File: config.mk
export PLATFORM = sky130hd
export DESIGN_NAME = dac_out_router
export DESIGN_NICKNAME = d
export VERILOG_FILES = /design/src/rtl/dacr_pkg.sv /design/src/rtl/dacr_cfg_shadow.sv /design/src/rtl/dacr_sat_neg.sv /design/src/rtl/dacr_lane.sv /design/src/rtl/dac_out_router.sv
export SDC_FILE = /design/constraint.sdc
export NUM_CORES = 1
export LEC_CHECK = 0
export BUFFER_PORTS_ARGS = -buffer_cell sky130_fd_sc_hd__buf_4
export CAP_MARGIN = 5
export CORE_MARGIN = 8
export CORE_UTILIZATION = 50
export CTS_BUF_LIST = sky130_fd_sc_hd__clkbuf_8
export CTS_CLUSTER_SIZE = 25
export DETAILED_ROUTE_END_ITERATION = 10
export PLACE_DENSITY = 0.75
export SLEW_MARGIN = 30
export SYNTH_ARGS = -nofsm -noshare
export SYNTH_HDL_FRONTEND = slang
export SYNTH_HIERARCHICAL = 1
export SYNTH_SLANG_ARGS = --single-unit
File: constraint.sdc
create_clock -name clk -period 4 [get_ports clk]
set_input_delay 0.4 -clock clk [delete_from_list [all_inputs] [get_ports clk]]
set_output_delay 0.4 -clock clk [all_outputs]
set_load 0.05 [all_outputs]
File: src/rtl/dacr_pkg.sv
// Package: shared types for the DAC output channel router.
// Assumes two's-complement samples and one control set per lane.
package dacr_pkg;

    // Per-lane routing setting after shadow capture.
    typedef struct packed {
        logic mono;
        logic sel;
        logic inv_l;
        logic inv_r;
    } lane_cfg_t;

endpackage

File: src/rtl/dacr_cfg_shadow.sv
// Module: dacr_cfg_shadow
// Holds a shadow copy of every lane's control bits. Loads only on cycles
// without a sample strobe, so a pair never sees a half-updated setting.
// Assumes the control inputs are synchronous to clk.
module dacr_cfg_shadow #(
    parameter int NUM_DAC = 4
) (
    input  logic               clk,
    input  logic               rst_n,
    input  logic               in_valid,
    input  logic [NUM_DAC-1:0] cfg_mono,
    input  logic [NUM_DAC-1:0] cfg_sel,
    input  logic [NUM_DAC-1:0] cfg_inv_l,
    input  logic [NUM_DAC-1:0] cfg_inv_r,
    output logic [NUM_DAC-1:0] mono_q,
    output logic [NUM_DAC-1:0] sel_q,
    output logic [NUM_DAC-1:0] inv_l_q,
    output logic [NUM_DAC-1:0] inv_r_q
);

    // Capture controls while idle, freeze them during strobes.
    always_ff @(posedge clk) begin
        if (!rst_n) begin
            mono_q  <= '0;
            sel_q   <= '0;
            inv_l_q <= '0;
            inv_r_q <= '0;
        end else if (!in_valid) begin
            mono_q  <= cfg_mono;
            sel_q   <= cfg_sel;
            inv_l_q <= cfg_inv_l;
            inv_r_q <= cfg_inv_r;
        end
    end

endmodule

File: src/rtl/dacr_sat_neg.sv
// Module: dacr_sat_neg
// Optional two's-complement negation that saturates the most negative
// code to the most positive one. Purely combinational.
module dacr_sat_neg #(
    parameter int W = 24
) (
    input  logic         en,
    input  logic [W-1:0] x,
    output logic [W-1:0] y
);

    localparam logic [W-1:0] MOST_NEG = {1'b1, {(W-1){1'b0}}};
    localparam logic [W-1:0] MOST_POS = {1'b0, {(W-1){1'b1}}};
    localparam logic [W-1:0] ONE      = {{(W-1){1'b0}}, 1'b1};

    // Pass, negate, or clamp the single overflow case.
    always_comb begin
        if (!en)
            y = x;
        else if (x == MOST_NEG)
            y = MOST_POS;
        else
            y = (~x) + ONE;
    end

endmodule

File: src/rtl/dacr_lane.sv
// Module: dacr_lane
// Routing for one DAC lane: stereo pass/swap or mono duplicate, then
// independent saturating negation of each output side. Combinational.
module dacr_lane
    import dacr_pkg::*;
#(
    parameter int W = 24
) (
    input  lane_cfg_t    cfg,
    input  logic [W-1:0] in_l,
    input  logic [W-1:0] in_r,
    output logic [W-1:0] out_l,
    output logic [W-1:0] out_r
);

    logic [W-1:0] pick_l;
    logic [W-1:0] pick_r;

    // Choose the source of each output side from mono and select.
    always_comb begin
        if (cfg.mono) begin
            pick_l = cfg.sel ? in_r : in_l;
            pick_r = pick_l;
        end else begin
            pick_l = cfg.sel ? in_r : in_l;
            pick_r = cfg.sel ? in_l : in_r;
        end
    end

    dacr_sat_neg #(.W(W)) u_neg_l (.en(cfg.inv_l), .x(pick_l), .y(out_l));
    dacr_sat_neg #(.W(W)) u_neg_r (.en(cfg.inv_r), .x(pick_r), .y(out_r));

endmodule

File: src/rtl/dac_out_router.sv
// Module: dac_out_router (top)
// Routes NUM_DAC left/right sample pairs to DAC output channels with a
// single register stage. Controls pass through a strobe-aware shadow.
// Assumes in_valid marks cycles on which all lanes carry a new pair.
module dac_out_router
    import dacr_pkg::*;
#(
    parameter int NUM_DAC  = 4,
    parameter int SAMPLE_W = 24
) (
    input  logic                        clk,
    input  logic                        rst_n,
    input  logic                        in_valid,
    input  logic [NUM_DAC*SAMPLE_W-1:0] in_left,
    input  logic [NUM_DAC*SAMPLE_W-1:0] in_right,
    input  logic [NUM_DAC-1:0]          cfg_mono,
    input  logic [NUM_DAC-1:0]          cfg_sel,
    input  logic [NUM_DAC-1:0]          cfg_inv_l,
    input  logic [NUM_DAC-1:0]          cfg_inv_r,
    output logic                        out_valid,
    output logic [NUM_DAC*SAMPLE_W-1:0] out_left,
    output logic [NUM_DAC*SAMPLE_W-1:0] out_right
);

    localparam int BUS_W = NUM_DAC * SAMPLE_W;

    logic [NUM_DAC-1:0] mono_q;
    logic [NUM_DAC-1:0] sel_q;
    logic [NUM_DAC-1:0] inv_l_q;
    logic [NUM_DAC-1:0] inv_r_q;
    logic [BUS_W-1:0]   routed_l;
    logic [BUS_W-1:0]   routed_r;

    dacr_cfg_shadow #(.NUM_DAC(NUM_DAC)) u_shadow (
        .clk      (clk),
        .rst_n    (rst_n),
        .in_valid (in_valid),
        .cfg_mono (cfg_mono),
        .cfg_sel  (cfg_sel),
        .cfg_inv_l(cfg_inv_l),
        .cfg_inv_r(cfg_inv_r),
        .mono_q   (mono_q),
        .sel_q    (sel_q),
        .inv_l_q  (inv_l_q),
        .inv_r_q  (inv_r_q)
    );

    for (genvar g = 0; g < NUM_DAC; g++) begin : g_lane
        lane_cfg_t lcfg;
        assign lcfg = '{mono: mono_q[g], sel: sel_q[g],
                        inv_l: inv_l_q[g], inv_r: inv_r_q[g]};
        dacr_lane #(.W(SAMPLE_W)) u_lane (
            .cfg  (lcfg),
            .in_l (in_left [g*SAMPLE_W +: SAMPLE_W]),
            .in_r (in_right[g*SAMPLE_W +: SAMPLE_W]),
            .out_l(routed_l[g*SAMPLE_W +: SAMPLE_W]),
            .out_r(routed_r[g*SAMPLE_W +: SAMPLE_W])
        );
    end

    // Register the routed pairs on each strobe and hold them otherwise.
    always_ff @(posedge clk) begin
        if (!rst_n) begin
            out_valid <= 1'b0;
            out_left  <= '0;
            out_right <= '0;
        end else begin
            out_valid <= in_valid;
            if (in_valid) begin
                out_left  <= routed_l;
                out_right <= routed_r;
            end
        end
    end

endmodule

==> flow_summary.json <==
{
  "netlist_instances": 1752,
  "switchingPower_uw": 2640,
  "route.detailed.drc": 0,
  "initial_utilization": 0.5097,
  "p_int_uw": 4732,
  "core_area_um2": 32620,
  "initialDrtViolationCount": 614,
  "period_share": 0.9301,
  "drtPass1Iterations": 5,
  "max-vdd-ir-drop_uv": 290.7,
  "stdcell_area_um2": 20420,
  "cts_tree": "yes",
  "dp_hpwl_um": 37940,
  "path_clk_slew_ns": 0.06,
  "power_frac_comb": 0.357,
  "grt_max_degree": 112,
  "worstSetupEndpointType": "flip-flop",
  "dieWidth_um": 198.4,
  "via_per_inst": 5.630,
  "drt_wl_total_um": 48960,
  "area_delta_synth_final_pct": 22.83,
  "path_delay_family": "multiplexers",
  "via_count": 14430,
  "synth.area.top_cells": "dfxtp_1, mux2i_1, mux2_2, nor2b_1, mux2_4",
  "slew_headroom": 0.4026,
  "crit_slowest_cell": "or4b_1",
  "report.final.setup_viol": 0,
  "worstSetupStartpointType": "flip-flop",
  "htreeDepth": 2,
  "grt_pass1_wl_um": 77020,
  "p_leak_uw": 0.009072,
  "arrival_ns": 4.17,
  "critPathKind": "reg -> reg",
  "rsz0062_at_grt": "false",
  "max_cap_viol_count": 0,
  "postCtsSetupBuffers": 0,
  "cts_root_buf": "clkbuf_8",
  "worst_pin_slew_ns": 0.8949,
  "ys_seq_area_frac": 0.2516,
  "die_height_um": 198.4,
  "io_pins": 404,
  "nNetsFinal": 2310,
  "place_congestion": 0.9261,
  "required_ns": 4.45,
  "synth_top_area_share": 0.2516,
  "design.die.area_um2": 39340,
  "finalSetupTns_ns": 0,
  "ys_seq_elements": 209,
  "rows": 66,
  "multi_input_area_um2": 11390,
  "pwr-share-clk": 0.319,
  "synth_edf_count": 0,
  "synth_cell_types": 44,
  "hold_viol": 0,
  "fmax_mhz": 268.8,
  "post_drt_wl_per_cell_um": 19.10,
  "path_cells": "xnor2_4 -> mux2_2 -> inv_1 -> ha_1 -> or4b_1 -> nor4_1 -> buf_4 -> mux2_2 -> mux2_2 -> mux2i_1 -> nor2b_1",
  "cts_made_buffers": 39,
  "slew_violations": 0,
  "yosysTopAreaCell": "dfxtp_1",
  "clock_path_buffers": 3,
  "post_dp_cell_area_um2": 19530,
  "hp-class": "in -> reg",
  "powerDensity_nw_per_um2": 361.0,
  "drive_gt1_frac": 0.3555,
  "syn_avg_cell_area_um2": 9.490,
  "synth_nets": 1971,
  "grt_pass1_vias": 14240,
  "clock_latency_ns": 0.56,
  "fin_skew_ns": 0.01798,
  "ant_nets": 0,
  "cts_hold_buf": 0,
  "fillCellCount": 2740,
  "worstPathMaxFanout": 14,
  "synth_area_um2": 16630,
  "p_seq_frac": 0.325,
  "n_antenna_cell": 0,
  "timing.critical_path.mode_cell": "mux2_2",
  "fin_crit_ns": 3.720,
  "synth_ff_type": "dfxtp_1",
  "crit_buf_inv": 2,
  "seqCellArea_um2": 4187,
  "status": "completed",
  "synthArstFlopShare": 0,
  "grt_remaining_overflow": 0,
  "clock-sinks": 209,
  "port_buffers": 403,
  "yosysWarnings": 6,
  "switching_share": 0.3581,
  "grt_usage": 0.2360,
  "ctsResizeCount": 0,
  "antenna_found_initial": 1,
  "crit_path_max_incr_delay_ns": 0.59
}
-- flip-flops by register name, indices dropped and copies added, names as in the netlist --
signal,count
u_shadow/sel_q,4
u_shadow/mono_q,4
out_valid,1
u_shadow/inv_l_q,4
u_shadow/inv_r_q,4
out_right,96
out_left,96
-- final cells by class --
class,count,area share
sequential,209,0.2050
timing repair buffer,436,0.1627
clock inverter,21,0.009618
inverter,24,0.004411
tap,442,0.02708
multi-input combinational,1381,0.5576
clock buffer,50,0.03369
-- cell usage after synthesis (13+ instances only) --
cell type / instances
a21oi_1: 64
buf_12: 13
buf_2: 42
buf_6: 14
clkbuf_1: 60
dfxtp_1: 209
inv_1: 24
mux2_2: 128
mux2_4: 80
mux2i_1: 264
nand2_1: 112
nand4b_1: 16
nor2_1: 16
nor2b_1: 216
nor3_1: 24
nor4_1: 24
nor4bb_1: 16
o21ai_0: 64
o31ai_1: 24
o41a_1: 16
o41ai_1: 40
or2_2: 24
or4_1: 48
xnor2_1: 16
xor2_1: 64
-- layout by cell type (no fill, tap or decap), types with 10 or more instances in the layout --
cell / n
nor2b_1: 216
a21oi_1: 64
xnor2_1: 16
nor4bb_1: 16
o41a_1: 16
mux2_2: 128
inv_1: 31
clkinv_2: 10
mux2i_1: 264
buf_4: 431
nand2_1: 112
nor4_1: 24
or4_1: 48
o21ai_0: 64
nor3_1: 24
o31ai_1: 24
nor2_1: 16
clkbuf_8: 50
dfxtp_1: 207
mux2_4: 80
or2_2: 24
xor2_1: 64
o41ai_1: 40
nand4b_1: 16
-- worst reg2reg max path: cells and delay by family (launching register included) --
kind / cells / cell delay (ns)
fa+ha+maj: 1 / 0.18
xor+xnor: 1 / 0.52
mux: 4 / 1.18
buf+inv: 2 / 0.34
flops: 1 / 0.36
simple gates: 3 / 1.05
-- path summary, 6_finish.rpt --
path	start	endpoint	slack (ns)	cells after the start
worst min register to register	out_left[23]	out_left[23]	0.52	2
worst max-delay path	u_shadow/sel_q[2]	out_right[62]	0.28	11
worst max register to register	u_shadow/sel_q[2]	out_right[62]	0.28	11
worst min-delay path	cfg_inv_l[3]	u_shadow/inv_l_q[3]	0.10	3
-- per-layer routing --
layer,track usage,vias up,share of wire
met1,0.2978,6741,0.43
met2,0.3912,491,0.47
li1,-,7132,-
met3,0.06537,63,0.082
met5,0,-,0.00025
met4,0.06222,2,0.018
-- stage by stage --
stage	power (uW)	setup slack [ns]	util	instances	hold slack, ns
floorplan	4334	0.8391	-	1752	0.5093
global placement	5013	0.5171	0.5988	2492	0.4984
detailed placement	5054	0.3398	0.5988	2492	0.5036
CTS	7433	0.3210	0.6259	2563	0.05161
global route	7738	0.01318	0.6261	2563	0.06401
finish	7372	0.2795	0.6261	2563	0.1048
-- kinds of logic after synthesis --
family / Yosys count / share of synthesized area
AND/OR/NAND/NOR: 553 / 0.2045
XOR/XNOR: 84 / 0.04876
adder cells (fa/ha/maj): 8 / 0.006020
buffers and inverters: 162 / 0.06351
AO/OA/AOI/OAI: 264 / 0.1078
flip-flops: 209 / 0.2516
multiplexers: 472 / 0.3179
-- power groups by stage --
stage / sequential (uW) / clock (uW) / combinational (uW)
after floorplan: 2980 / 0 / 1350
after global placement: 2430 / 0 / 2590
after detailed placement: 2430 / 0 / 2620
after CTS: 2390 / 2410 / 2630
after global routing: 2410 / 2510 / 2810
final: 2390 / 2350 / 2630
Power figures use the tool's default switching activity.
